**config.mk**
```make
export PLATFORM = sky130hd
export DESIGN_NAME = vfload_seq
export DESIGN_NICKNAME = d
export VERILOG_FILES = /design/src/rtl/vfl_pkg.sv /design/src/rtl/vfl_addr_gen.sv /design/src/rtl/vfl_ctrl.sv /design/src/rtl/vfl_wb.sv /design/src/rtl/vfload_seq.sv
export SDC_FILE = /design/constraint.sdc
export NUM_CORES = 1
export LEC_CHECK = 0
export CAP_MARGIN = 15
export CORE_MARGIN = 2
export CORE_UTILIZATION = 33
export CTS_CLUSTER_DIAMETER = 60
export DETAILED_ROUTE_END_ITERATION = 10
export HOLD_SLACK_MARGIN = 0.02
export PLACE_DENSITY_LB_ADDON = 0.05
export SYNTH_ARGS = -nofsm -noshare
export SYNTH_HDL_FRONTEND = slang
export SYNTH_SLANG_ARGS = --single-unit
```
**constraint.sdc**
```tcl
create_clock -name clk -period 2.7 [get_ports clk]
set_input_delay 0.81 -clock clk [delete_from_list [all_inputs] [get_ports clk]]
set_output_delay 0.81 -clock clk [all_outputs]
set_load 0.02 [all_outputs]
```
**src/rtl/vfl_pkg.sv**
```systemverilog
package vfl_pkg;
    typedef enum logic [1:0] {
        ST_IDLE,
        ST_ISSUE,
        ST_WAIT,
        ST_FINISH
    } vfl_state_e;
endpackage

```
**src/rtl/vfl_addr_gen.sv**
```systemverilog
module vfl_addr_gen #(
    parameter int ADDR_W = 32
) (
    input  logic              clk,
    input  logic              rst_n,
    input  logic              load_i,
    input  logic [ADDR_W-1:0] base_i,
    input  logic [ADDR_W-1:0] stride_i,
    input  logic              step_i,
    output logic [ADDR_W-1:0] addr_o
);
    logic [ADDR_W-1:0] addr_q;
    logic [ADDR_W-1:0] stride_q;

    // Running address: one adder in place of an index multiplier
    always_ff @(posedge clk or negedge rst_n) begin
        if (!rst_n) begin
            addr_q   <= '0;
            stride_q <= '0;
        end else if (load_i) begin
            addr_q   <= base_i;
            stride_q <= stride_i;
        end else if (step_i) begin
            addr_q   <= addr_q + stride_q;
        end
    end

    assign addr_o = addr_q;

    // address only moves on a load or a step
    assert_addr_hold_R2: assert property (@(posedge clk) disable iff (!rst_n)
        (!load_i && !step_i) |=> $stable(addr_o));
endmodule

```
**src/rtl/vfl_ctrl.sv**
```systemverilog
module vfl_ctrl
    import vfl_pkg::*;
#(
    parameter int CNT_W = 7
) (
    input  logic             clk,
    input  logic             rst_n,
    input  logic             start_i,
    input  logic [CNT_W-1:0] req_count_i,
    input  logic             rsp_valid_i,
    input  logic             rsp_fault_i,
    output logic             load_o,
    output logic             step_o,
    output logic             mem_req_o,
    output logic             accept_o,
    output logic [CNT_W-1:0] idx_o,
    output logic             done_o,
    output logic [CNT_W-1:0] count_o,
    output logic             trap_o
);
    vfl_state_e state_q, state_d;
    logic [CNT_W-1:0] idx_q, req_q, count_q;
    logic             trap_q;
    logic             last_elem;

    assign last_elem = (CNT_W'(idx_q + 1'b1) == req_q);

    always_comb begin
        state_d = state_q;
        unique case (state_q)
            ST_IDLE:   if (start_i) state_d = (req_count_i == '0) ? ST_FINISH : ST_ISSUE;
            ST_ISSUE:  state_d = ST_WAIT;
            ST_WAIT:   if (rsp_valid_i) state_d = (rsp_fault_i || last_elem) ? ST_FINISH : ST_ISSUE;
            ST_FINISH: state_d = ST_IDLE;
            default:   state_d = ST_IDLE;
        endcase
    end

    always_ff @(posedge clk or negedge rst_n) begin
        if (!rst_n) state_q <= ST_IDLE;
        else        state_q <= state_d;
    end

    always_ff @(posedge clk or negedge rst_n) begin
        if (!rst_n) begin
            idx_q   <= '0;
            req_q   <= '0;
            count_q <= '0;
            trap_q  <= 1'b0;
        end else begin
            unique case (state_q)
                ST_IDLE: if (start_i) begin
                    idx_q   <= '0;
                    req_q   <= req_count_i;
                    count_q <= '0;
                    trap_q  <= 1'b0;
                end
                ST_WAIT: if (rsp_valid_i) begin
                    if (rsp_fault_i) begin
                        count_q <= idx_q;
                        trap_q  <= (idx_q == '0);
                    end else begin
                        idx_q <= CNT_W'(idx_q + 1'b1);
                        if (last_elem) count_q <= CNT_W'(idx_q + 1'b1);
                    end
                end
                default: ;
            endcase
        end
    end

    always_comb begin
        load_o    = 1'b0;
        step_o    = 1'b0;
        mem_req_o = 1'b0;
        accept_o  = 1'b0;
        done_o    = 1'b0;
        unique case (state_q)
            ST_IDLE:   load_o    = start_i;
            ST_ISSUE:  mem_req_o = 1'b1;
            ST_WAIT: begin
                step_o   = rsp_valid_i && !rsp_fault_i;
                accept_o = rsp_valid_i && !rsp_fault_i;
            end
            ST_FINISH: done_o    = 1'b1;
            default: ;
        endcase
    end

    assign idx_o   = idx_q;
    assign count_o = count_q;
    assign trap_o  = trap_q;

    assert_single_outstanding_R3: assert property (@(posedge clk) disable iff (!rst_n)
        (state_q == ST_WAIT && !rsp_valid_i) |=> !mem_req_o);
    assert_done_pulse_R9: assert property (@(posedge clk) disable iff (!rst_n)
        done_o |=> !done_o);
    assert_trap_zero_count_R6: assert property (@(posedge clk) disable iff (!rst_n)
        (done_o && trap_o) |-> (count_o == '0));
    assert_empty_request_R8: assert property (@(posedge clk) disable iff (!rst_n)
        (state_q == ST_IDLE && start_i && req_count_i == '0) |=> (done_o && !mem_req_o));
    assert_count_bound_R5: assert property (@(posedge clk) disable iff (!rst_n)
        done_o |-> (count_o <= req_q));
    assert_hold_results_R9: assert property (@(posedge clk) disable iff (!rst_n)
        (state_q == ST_IDLE && !start_i) |=> ($stable(count_o) && $stable(trap_o)));
endmodule

```
**src/rtl/vfl_wb.sv**
```systemverilog
module vfl_wb #(
    parameter int DATA_W = 64,
    parameter int CNT_W  = 7
) (
    input  logic              clk,
    input  logic              rst_n,
    input  logic              accept_i,
    input  logic [CNT_W-1:0]  idx_i,
    input  logic [DATA_W-1:0] data_i,
    output logic              wr_en_o,
    output logic [CNT_W-1:0]  wr_idx_o,
    output logic [DATA_W-1:0] wr_data_o
);
    always_ff @(posedge clk or negedge rst_n) begin
        if (!rst_n) begin
            wr_en_o   <= 1'b0;
            wr_idx_o  <= '0;
            wr_data_o <= '0;
        end else begin
            wr_en_o <= accept_i;
            if (accept_i) begin
                wr_idx_o  <= idx_i;
                wr_data_o <= data_i;
            end
        end
    end
endmodule

```
**src/rtl/vfload_seq.sv**
```systemverilog
module vfload_seq #(
    parameter int ADDR_W    = 32,
    parameter int DATA_W    = 64,
    parameter int MAX_ELEMS = 64,
    localparam int CNT_W    = $clog2(MAX_ELEMS + 1)
) (
    input  logic              clk,
    input  logic              rst_n,
    input  logic              start_i,
    input  logic [ADDR_W-1:0] base_addr_i,
    input  logic [ADDR_W-1:0] stride_i,
    input  logic [CNT_W-1:0]  req_count_i,
    output logic              mem_req_o,
    output logic [ADDR_W-1:0] mem_addr_o,
    input  logic              mem_rsp_valid_i,
    input  logic [DATA_W-1:0] mem_rsp_data_i,
    input  logic              mem_rsp_fault_i,
    output logic              wr_en_o,
    output logic [CNT_W-1:0]  wr_idx_o,
    output logic [DATA_W-1:0] wr_data_o,
    output logic              done_o,
    output logic [CNT_W-1:0]  count_o,
    output logic              trap_o
);
    logic             load_w, step_w, accept_w;
    logic [CNT_W-1:0] idx_w;

    vfl_ctrl #(.CNT_W(CNT_W)) u_ctrl (
        .clk         (clk),
        .rst_n       (rst_n),
        .start_i     (start_i),
        .req_count_i (req_count_i),
        .rsp_valid_i (mem_rsp_valid_i),
        .rsp_fault_i (mem_rsp_fault_i),
        .load_o      (load_w),
        .step_o      (step_w),
        .mem_req_o   (mem_req_o),
        .accept_o    (accept_w),
        .idx_o       (idx_w),
        .done_o      (done_o),
        .count_o     (count_o),
        .trap_o      (trap_o)
    );

    vfl_addr_gen #(.ADDR_W(ADDR_W)) u_addr (
        .clk      (clk),
        .rst_n    (rst_n),
        .load_i   (load_w),
        .base_i   (base_addr_i),
        .stride_i (stride_i),
        .step_i   (step_w),
        .addr_o   (mem_addr_o)
    );

    vfl_wb #(.DATA_W(DATA_W), .CNT_W(CNT_W)) u_wb (
        .clk       (clk),
        .rst_n     (rst_n),
        .accept_i  (accept_w),
        .idx_i     (idx_w),
        .data_i    (mem_rsp_data_i),
        .wr_en_o   (wr_en_o),
        .wr_idx_o  (wr_idx_o),
        .wr_data_o (wr_data_o)
    );

    // a write always follows a good response one cycle earlier
    assert_write_after_good_rsp_R4: assert property (@(posedge clk) disable iff (!rst_n)
        wr_en_o |-> $past(mem_rsp_valid_i && !mem_rsp_fault_i));
    // a faulted response is never turned into a write
    assert_no_write_on_fault_R7: assert property (@(posedge clk) disable iff (!rst_n)
        (mem_rsp_valid_i && mem_rsp_fault_i) |=> !wr_en_o);
endmodule

```
==> run summary <==
Critical path arrival -> 1.72 ns
Largest net degree at the start of global routing -> 54
DR WL/cell -> 16.4 um
Synth unique cells -> 64
Antenna viol nets, final -> 0
GRT Residual Overflow -> 0
Die width -> 163 um
Vias in the first global route -> 7,347
RSZ-0062 raised after global routing -> no
Worst Skew -> 0.0167 ns
Pwr dens -> 1360 nW/um^2
Slowest cell on crit path -> clkdlybuf4s50_1
Fin util -> 48.2%
Num rows -> 58
Most frequent cells in the layout -> nand2_1, clkdlybuf4s50_1, dfrtp_1
Synth top area share -> 48.2%
Clk slew on worst S/H paths -> 0.07 ns
First-pass GRT wire length -> 40.8 mm
CP Capture Type -> output pin
Leak pwr -> 5.52 nW
CP Launch Type -> flip-flop
Via count -> 7,476
Clk buf depth -> 2
Syn-to-layout area delta -> 44.8%
PortBufs -> 253
Final wirelength -> 25.7 mm
Final setup vio count -> 0
Post-route insts no fill -> 1,567
Most common cell after layout, fill and taps aside -> nand2_1
Max Slew Vio Count -> 0
HPWL after DPL -> 18.8 mm
Top_reg_cell synth -> dfrtp_1
Mean Syn Cell Area -> 8.61 um^2
FMAX -> 0.395 GHz
Fin worst setup slack -> 0.170 ns
Max incr delay on CP -> 0.63 ns
Share of the clock period used by the worst path -> 93.7%
GPL Wtd Cong -> 0.818
Post-CTS Setup Inserts -> 0
YS warnings -> 0
Final-report hold violation count -> 0
TNS Setup -> 0 ns
TritonCTS clock tree -> built
Initial Utilization -> 33.3%
CTS buffer count -> 17
Dpl ws -> 0.0215 ns
Cell taking the most area after synthesis -> dfrtp_1
Post-synth EDFFs -> 0
Die height -> 163 um
Hold Crit Class -> primary input to asynchronous set/reset pin
Synth Cell Area -> 8310 um^2
Layout cells sized above 1 -> 8.50%
# nets final -> 1,398
Synth async-reset ratio -> 100%
H-tree Lvls -> 4
DRC -> 0
CTS root buf -> clkbuf_16
Ports -> 254
Drt first pass iters -> 4
Hold Slack -> 0.339 ns
Worst path cell trace -> nor2b_1 -> clkdlybuf4s50_1
Sequential element share of the synthesized area -> 48.2%
Worst path required time -> 1.89 ns
Synthesized Nets -> 1,139
Worst slew pin tran -> 0.586 ns
VDD IR max -> 0.502 mV
GRT Util Overall -> 19.6%
DRT iter0 DRCs -> 421
Slew Limit Headroom -> 60.9%
Placed Cells -> 1,535
Fill cell count -> 2,460
CP bufs+invs -> 1
Status -> complete, no violations
Top delay family on crit path -> buffers and inverters
Critical path peak fanout -> 6
Mapped Cells -> 965
Yosys reg bits -> 160
Max_cap viols -> 0
Via density -> 4.77
CP Class -> flip-flop to output pin
Initial antenna violation count -> 1
Clk Latency, worst-skew pair -> 0.43 ns
Tmin final -> 2.53 ns
Top cells by area, synth -> dfrtp_1, nand2_1, ha_1, o21ai_0, a21oi_1
CTS Sinks -> 160
Core area -> 25,000 um^2
Full die area -> 26,500 um^2
[registers in the layout (all words and copies together), names as in the netlist]
name,count
u_addr.addr_o,32
u_addr.stride_q,32
u_ctrl.count_o,7
u_ctrl.idx_o,7
u_ctrl.req_q,7
u_ctrl.state_q,2
u_ctrl.trap_o,1
u_wb.wr_data_o,64
u_wb.wr_en_o,1
u_wb.wr_idx_o,7
[cell type report]
class	count	area (um^2)	area share (%)
Sequential cell	160	4000	33.3
Timing Repair Buffer	289	2900	24.1
Clock buffer	17	425	3.53
Clock inverter	14	156	1.30
Tap cell	330	413	3.43
Antenna cell	1	2.50	0.0208
Multi-Input combinational cell	747	4100	34.0
Inverter	9	33.8	0.281
[where the power goes]
part           switching, W  internal [W]  leakage [nW]  total [W]
Clock               0.00107       0.00138         0.279    0.00244
Combinational       0.00542       0.00423          3.25    0.00965
Sequential         0.000736       0.00349          1.99    0.00423
[worst reg2reg max path: cells and delay by family, from the launching register on]
family / cells / cell delay [ns]
DFF: 1 / 0.39
AOI/OAI and AO/OA: 6 / 1.23
adders and majority gates: 1 / 0.37
and+or+nand+nor: 2 / 0.39
[cell usage after synthesis (all sizes together) (2+ instances only)]
cell type,instances
nand2,378
nor2b,8
nand3,20
o211ai,8
a22oi,12
nor3b,3
a41oi,3
nand3b,2
o31ai,6
ha,33
nand2b,3
buf,18
a21oi,48
or3,8
o21ai,57
and2,6
a21o,7
nor3,9
a211oi,4
xor2,14
a31oi,9
dfrtp,160
nand4b,2
o22ai,4
nor2,37
inv,9
xnor2,20
o21a,3
clkbuf,31
nor4,4
mux2i,2
mux2,7
and3,7
o21bai,2
nand4,9
[kinds of logic (layout without fill, tap and decap cells)]
logic type | after synthesis | count (layout) | synth area share, %
other cells | 0 | 1 | 0
mux | 9 | 9 | 1.51
simple gates | 500 | 500 | 25.5
fa+ha+maj | 34 | 34 | 5.21
compound gates | 170 | 170 | 12.9
xor+xnor | 34 | 34 | 3.67
flops | 160 | 160 | 48.2
buf+inv | 58 | 329 | 3.06
[repair_timing]
action | in CTS | in global routing
gates resized for setup | 1 | 8
setup endpoints to repair | 1 | 9
pin swaps | 0 | 6
hold buffers | 0 | 0
[per-layer routing]
layer | track usage, % | wire (um) | vias to the layer above
met1 | 26.6 | 12000 | 3517
met2 | 32.0 | 12100 | 172
met3 | 4.15 | 1230 | 23
met5 | 0 | 0 | -
met4 | 5.27 | 357 | 0
li1 | - | - | 3764
[through the flow]
step	area (um^2)	power, W
finish	12000	0.0163
global route	12000	0.0177
CTS	12000	0.0164
detailed placement	11400	0.0139
global placement	11400	0.0138
floorplan	8310	0.0102
[worst paths after layout]
path	startpoint	to	slack, ns	cells after the start
max	u_ctrl.state_q[0]	mem_req_o	0.17	2
min	rst_n	u_ctrl.count_o[1]	0.34	1
max reg2reg	u_addr.addr_o[8]	u_addr.addr_o[31]	0.19	9
min reg2reg	u_wb.wr_data_o[20]	u_wb.wr_data_o[20]	0.47	2
max in group asynchronous	rst_n	u_addr.addr_o[6]	1.68	2
min in group clk	u_wb.wr_data_o[20]	u_wb.wr_data_o[20]	0.47	2
No activity file was read; power rests on OpenSTA's default activity.
